--- src/rtl/intv_pkg.sv ---
package intv_pkg;
  localparam int MODE_W = 3;
  localparam logic [MODE_W-1:0] MODE_INTERVAL = 3'b000;
  localparam int NUM_CHAN = 2;
  localparam int SEL_W = 1;
endpackage

--- src/rtl/intv_counter.sv ---
module intv_counter #(
  parameter int W = 16
) (
  input  logic         clk,
  input  logic         rst_n,
  input  logic         active,
  input  logic         tick,
  input  logic         clr,
  output logic [W-1:0] cnt
);
  logic [W-1:0] cnt_d;

  always_comb begin
    cnt_d = cnt;
    if (!active)      cnt_d = '0;
    else if (tick) begin
      if (clr)        cnt_d = '0;
      else            cnt_d = cnt + 1'b1;
    end
  end

  always_ff @(posedge clk or negedge rst_n) begin
    if (!rst_n) cnt <= '0;
    else        cnt <= cnt_d;
  end

  // a stopped timer holds zero
  a_r2_hold_zero: assert property (@(posedge clk) disable iff (!rst_n)
    !active |=> (cnt == '0));
  // a clearing strobe leaves the counter at zero
  a_r3_clear: assert property (@(posedge clk) disable iff (!rst_n)
    (active && tick && clr) |=> (cnt == '0));
  // no movement between strobes
  a_r9_stall: assert property (@(posedge clk) disable iff (!rst_n)
    (active && !tick) |=> $stable(cnt));
endmodule

--- src/rtl/intv_chan.sv ---
module intv_chan #(
  parameter int W = 16
) (
  input  logic         clk,
  input  logic         rst_n,
  input  logic         active,
  input  logic         tick,
  input  logic         clr,
  input  logic         wr,
  input  logic [W-1:0] wdata,
  input  logic [W-1:0] cnt,
  output logic         match,
  output logic         irq,
  output logic         tog
);
  logic [W-1:0] hold_q, hold_d;
  logic [W-1:0] buf_q, buf_d;
  logic         tog_d, irq_d;

  assign match = (cnt == buf_q);

  always_comb begin
    hold_d = wr ? wdata : hold_q;
    buf_d  = buf_q;
    if (!active)  buf_d = hold_d;
    else if (clr) buf_d = hold_q;
    irq_d = active && tick && match;
    tog_d = active ? (tog ^ irq_d) : 1'b0;
  end

  always_ff @(posedge clk or negedge rst_n) begin
    if (!rst_n) begin
      hold_q <= '0;
      buf_q  <= '0;
      tog    <= 1'b0;
      irq    <= 1'b0;
    end else begin
      hold_q <= hold_d;
      buf_q  <= buf_d;
      tog    <= tog_d;
      irq    <= irq_d;
    end
  end

  // every pulse comes with an inversion
  a_r4_tog_with_irq: assert property (@(posedge clk) disable iff (!rst_n)
    irq |-> (tog != $past(tog)));
  // stopped channel is quiet and cleared
  a_r2_quiet: assert property (@(posedge clk) disable iff (!rst_n)
    !active |=> (!tog && !irq));
  // running buffer only changes at a clear
  a_r7_buf_hold: assert property (@(posedge clk) disable iff (!rst_n)
    (active && !clr) |=> $stable(buf_q));
endmodule

--- src/rtl/intv_timer.sv ---
module intv_timer
  import intv_pkg::*;
#(
  parameter int W = 16
) (
  input  logic              clk,
  input  logic              rst_n,
  input  logic              cnt_tick,
  input  logic              run_en,
  input  logic [MODE_W-1:0] mode,
  input  logic              wr_en,
  input  logic [SEL_W-1:0]  wr_sel,
  input  logic [W-1:0]      wr_data,
  output logic              irq0,
  output logic              irq1,
  output logic              tog0,
  output logic              tog1
);
  logic                active;
  logic                clr;
  logic [W-1:0]        cnt;
  logic [NUM_CHAN-1:0] match, irq, tog;

  assign active = run_en && (mode == MODE_INTERVAL);
  assign clr    = active && cnt_tick && match[0];

  intv_counter #(.W(W)) u_cnt (
    .clk(clk), .rst_n(rst_n), .active(active), .tick(cnt_tick),
    .clr(clr), .cnt(cnt)
  );

  for (genvar i = 0; i < NUM_CHAN; i++) begin : g_chan
    intv_chan #(.W(W)) u_chan (
      .clk(clk), .rst_n(rst_n), .active(active), .tick(cnt_tick),
      .clr(clr), .wr(wr_en && (wr_sel == SEL_W'(i))), .wdata(wr_data),
      .cnt(cnt), .match(match[i]), .irq(irq[i]), .tog(tog[i])
    );
  end

  assign irq0 = irq[0];
  assign irq1 = irq[1];
  assign tog0 = tog[0];
  assign tog1 = tog[1];
endmodule

--- config.mk ---
export PLATFORM = sky130hd
export DESIGN_NAME = intv_timer
export DESIGN_NICKNAME = d
export VERILOG_FILES = /design/src/rtl/intv_pkg.sv /design/src/rtl/intv_counter.sv /design/src/rtl/intv_chan.sv /design/src/rtl/intv_timer.sv
export SDC_FILE = /design/constraint.sdc
export NUM_CORES = 1
export LEC_CHECK = 0
export ABC_AREA = 1
export BUFFER_PORTS_ARGS = -buffer_cell sky130_fd_sc_hd__buf_2
export CORE_MARGIN = 4
export CORE_UTILIZATION = 55
export CTS_CLUSTER_DIAMETER = 200
export DETAILED_ROUTE_END_ITERATION = 10
export PLACE_DENSITY = 0.73
export SETUP_SLACK_MARGIN = 0.5
export SLEW_MARGIN = 20
export SYNTH_ARGS = -nofsm -noshare
export SYNTH_HDL_FRONTEND = slang
export SYNTH_HIERARCHICAL = 1
export SYNTH_SLANG_ARGS = --single-unit
--- constraint.sdc ---
create_clock -name clk -period 3.4 [get_ports clk]
set_input_delay 0.17 -clock clk [delete_from_list [all_inputs] [get_ports clk]]
set_output_delay 0.17 -clock clk [all_outputs]
set_load 0.02 [all_outputs]
# Word-level counts from Yosys, hierarchy flattened
# Cells that the tools add are included.
[word_totals]
input_bits = 25
reg_bits = 84
[op_classes]
addsub = 1
n_eq_ne = 4
reduce_logical = 7
n_mux = 11
bitwise = 3
[op_table]
columns = ["operator", "n"]
rows = [
  ["$mux 16", 9],
  ["$eq 16x16->1", 2],
  ["$add 16x1->16 const B", 1],
  ["$logic_and 1x1->1", 6],
  ["$ne 2x2->1 const B", 2],
  ["$logic_not 3->1", 1],
  ["$mux 1", 2],
  ["$xor 1x1->1", 2],
  ["$not 1->1", 1],
]

# Depth between registers and ports, before layout
[logic_depth]
ltp_word = 7
depth_mapped = 17
depth_no_buf = 17

# Modules after synthesis
# The synthesis kept the hierarchy.
[modules_own_cells]
columns = ["module", "instances", "cells_per_inst", "area_each_um2"]
rows = [
  ["intv_chan", 2, 242, 1825.5],
  ["intv_counter", 1, 140, 999.7],
  ["intv_timer", 1, 11, 46.3],
]

# Least setup slack after synthesis
# Ideal clock, no wire load.
[synth_path]
path_kind = "reg2reg"
from = "register u_cnt.cnt[8]"
to = "register g_chan[0].u_chan.buf_q[14]"
synth_period_minus_slack_ns = 2.100
t_arrival_ns = 1.973
setup_ns = 0.127
path_stages_with_launch = 16
setup_slack_ns = 1.300
required_ns = 3.273
cell_sequence = "dfrtp_1 > inv_1 > nand2_1 > nand2_1 > nor2_1 > nand2_1 > nor2_1 > nand2_1 > inv_1 > nand2_1 > nor2_2 > clkbuf_1 > or2_1 > buf_6 > buf_6 > o211ai_2"
[synth_via]
elab_chain_len = 3
[synth_rtl]
columns = ["element", "line_no", "text"]
rows = [
  ["from (decl)", "intv_counter.sv:9", "output logic [W-1:0] cnt"],
  ["from (signal assigned)", "intv_counter.sv:24", "else cnt <= cnt_d;"],
  ["$eq 16x16->1", "intv_chan.sv:20", "assign match = (cnt == buf_q);"],
  ["named net match[0]", "intv_timer.sv:22", "logic [NUM_CHAN-1:0] match, irq, tog;"],
  ["$logic_and 1x1->1", "intv_timer.sv:25", "assign clr = active && cnt_tick && match[0];"],
  ["named net clr", "intv_timer.sv:20", "logic clr;"],
  ["$ne 2x2->1 (no source line)", "n/a", ""],
  ["to (signal assigned)", "intv_chan.sv:39", "buf_q <= buf_d;"],
  ["to (decl)", "intv_chan.sv:17", "logic [W-1:0] buf_q, buf_d;"],
]
# The timed path passes the listed nets, and every way through them passes these cells.
# A chain may end at the register's enable or synchronous reset.

# Worst setup path after layout
[layout_path]
from = "register u_cnt.cnt[11]"
to = "register u_cnt.cnt[6]"
[layout_via]
elab_chain_len = 5
[layout_rtl]
columns = ["element", "line_no", "text"]
rows = [
  ["$eq 16x16->1", "intv_chan.sv:20", ""],
  ["named net match[0]", "intv_timer.sv:22", ""],
  ["$logic_and 1x1->1", "intv_timer.sv:25", ""],
  ["named net clr", "intv_timer.sv:20", ""],
  ["$mux 16", "intv_counter.sv:17", "if (clr) cnt_d = '0;"],
  ["$mux 16", "intv_counter.sv:16", "else if (tick) begin"],
  ["$mux 16", "intv_counter.sv:15", "if (!active) cnt_d = '0;"],
]
# The timed path passes the listed nets, and every way through them passes these cells. The select of a mux whose other input is x is not followed.

==> impl_metrics.json <==
{
  "routedWlPerCell_um": 14.4,
  "drtIter0Drc": 234,
  "synthesis.nets": 659,
  "final_nets": 685,
  "crit_chain": "inv_1, nand2_1, nand2_1, nor2_1, nand2_1, nor2_1, nand2_1, inv_1, nand2_1, nor2_2, buf_4, nor2_8, a21oi_2, o21ai_1, o21ai_0, inv_1",
  "maxCapViolCount": 0,
  "numPortBuffers": 28,
  "worstSetupStartpointType": "register",
  "crit_path_frequent_cell": "nand2_1",
  "synth.avg_cell_area_um2": 7.41,
  "grt_setup_unrepaired": "no",
  "max_freq_mhz": 433,
  "antenna_found_initial": 0,
  "seqCellArea_um2": 2100,
  "min_period_ns": 2.31,
  "fin_skew_ns": 0.00848,
  "fin_tns_setup_ns": 0,
  "n_antenna_cell": 0,
  "setup_viol": 0,
  "grt_pass1_vias": 3711,
  "cts.htree.levels": 3,
  "worstPathArrival_ns": 2.55,
  "num_vias": 4024,
  "hold_violations": 0,
  "wirelength_mm": 11.1,
  "initial_core_util": 0.568,
  "peakVddDrop_v": 0.000252,
  "multi_input_area_um2": 1970,
  "utilization": 0.616,
  "crit_path_top_delay_cell": "dfrtp_1",
  "post_dp_cell_area_um2": 4900,
  "clockBufferDepth": 2,
  "rows": 33,
  "clk_latency_ns": 0.35,
  "avgViaCountPerCell": 5.24,
  "grt_max_degree": 85,
  "area_growth_pct": 8.40,
  "cp_max_fo": 11,
  "grt_usage": 0.236,
  "cts_buffers": 9,
  "grt_pass1_wl_mm": 18.6,
  "ant_nets": 0,
  "min_period_over_period": 0.679,
  "path_clk_slew_ns": 0.08,
  "slowest_delay_ns": 0.55,
  "die_w_um": 100,
  "dp_hpwl_mm": 7.83,
  "synth_area_um2": 4690,
  "fill_cells": 786,
  "critPathKind": "reg -> reg",
  "dpl_worst_slack_ns": 1.14,
  "first_pass_iters": 5,
  "outcome": "finished clean",
  "cts_sinks": 84,
  "p_leak_nw": 2.62,
  "dieArea_um2": 10100,
  "core-area_um2": 8260,
  "dieHeight_um": 100,
  "netlist_instances": 633,
  "min-delay-path-class": "in -> reg",
  "design_area_um2": 5080,
  "slew-limit-headroom": 0.447,
  "p_per_area_nw_per_um2": 416,
  "worst_slack_ns": 1.09,
  "ys_warn_count": 6,
  "cts-root-buf": "clkbuf_8",
  "required_ns": 3.64,
  "tightest_slew_ns": 0.829,
  "drc": 0,
  "pin_count": 29,
  "finalMaxSlewViolations": 0,
  "cts_tree": "yes",
  "cp-end-kind": "register",
  "place.gp.congestion": 0.911,
  "layout-drive-gt1-share": 0.139,
  "grt_overflow_total": 0
}
where the power goes:
part | internal, mW | switching, mW | total (mW) | leakage (nW)
clock network | 0.278 | 0.359 | 0.636 | 0.0917
registers | 1.10 | 0.0559 | 1.16 | 1.07
logic | 0.113 | 0.209 | 0.322 | 1.46
layer usage:
metal  GRT usage  vias up  wire length [µm]
met5           0        -                 0
met4      0.0725        0               157
met3      0.0320       14               598
met2       0.379      130              5270
met1       0.333     1877              5060
li1            -     2003                 -
layout make-up:
class                      instances  share of cell area
clock inverter                     5             0.00566
tap                              105              0.0258
clock buffer                      10              0.0271
timing repair buffer              35              0.0421
inverter                         130              0.0975
sequential                        84               0.413
multi-input combinational        399               0.388
state kept, by name, summed over array words and instances, names as in the netlist:
| signal | flops |
|---|---|
| g_chan.u_chan/buf_q | 32 |
| g_chan.u_chan/hold_q | 32 |
| g_chan.u_chan/tog | 2 |
| u_cnt/cnt | 16 |
| g_chan.u_chan/irq | 2 |
through the flow:
stage	total power [mW]	std cells	hold WS, ns
CTS	2.12	767	0.0572
floorplan	1.39	633	-0.126
detailed placement	1.50	752	0.440
finish	2.11	768	0.0788
global placement	1.48	752	0.435
global route	2.24	768	0.0735
cell usage in the layout, fill, tap and decap left out, drive strengths merged:
master and instances:
inv 129, nand3 46, dfrtp 84, nand2 211, o21ai 40, nand4 4
a21oi 8, clkinv 6, buf 34, o211ai 32, ha 1, dlygate4sd3 1
a21o 1, a22o 1, o21bai 1, clkbuf 10, xor2 4, nor2 46
or2 2, a31oi 2
worst max-delay path: cells and delay by family, from the launching register on:
kind                   cells  cell delay (ns)
and+or+nand+nor            9             0.83
DFF                        1             0.55
buffers and inverters      4             0.41
AOI/OAI and AO/OA          3             0.40
path summary, 6_finish.rpt:
kind | start | endpoint | slack (ns) | depth (start not counted)
max in group asynchronous | rst_n | g_chan[0].u_chan/buf_q[7]$_DFFE_PN0P_ | 2.43 | 2
min | wr_data[9] | g_chan[1].u_chan/hold_q[9]$_DFF_PN0_ | 0.08 | 3
min in group asynchronous | rst_n | u_cnt/cnt[5]$_DFFE_PN0P_ | 0.42 | 2
max reg2reg | u_cnt/cnt[11]$_DFFE_PN0P_ | u_cnt/cnt[6]$_DFFE_PN0P_ | 1.09 | 16
max | u_cnt/cnt[11]$_DFFE_PN0P_ | u_cnt/cnt[6]$_DFFE_PN0P_ | 1.09 | 16
min reg2reg | g_chan[1].u_chan/hold_q[12]$_DFF_PN0_ | g_chan[1].u_chan/buf_q[12]$_DFFE_PN0P_ | 0.53 | 2
timing repair:
item,CTS,global route
setup buffers,0,0
hold buffers,0,1
hold endpoints to repair,0,84
gates resized for setup,0,0
No activity file was read; power rests on OpenSTA's default activity.
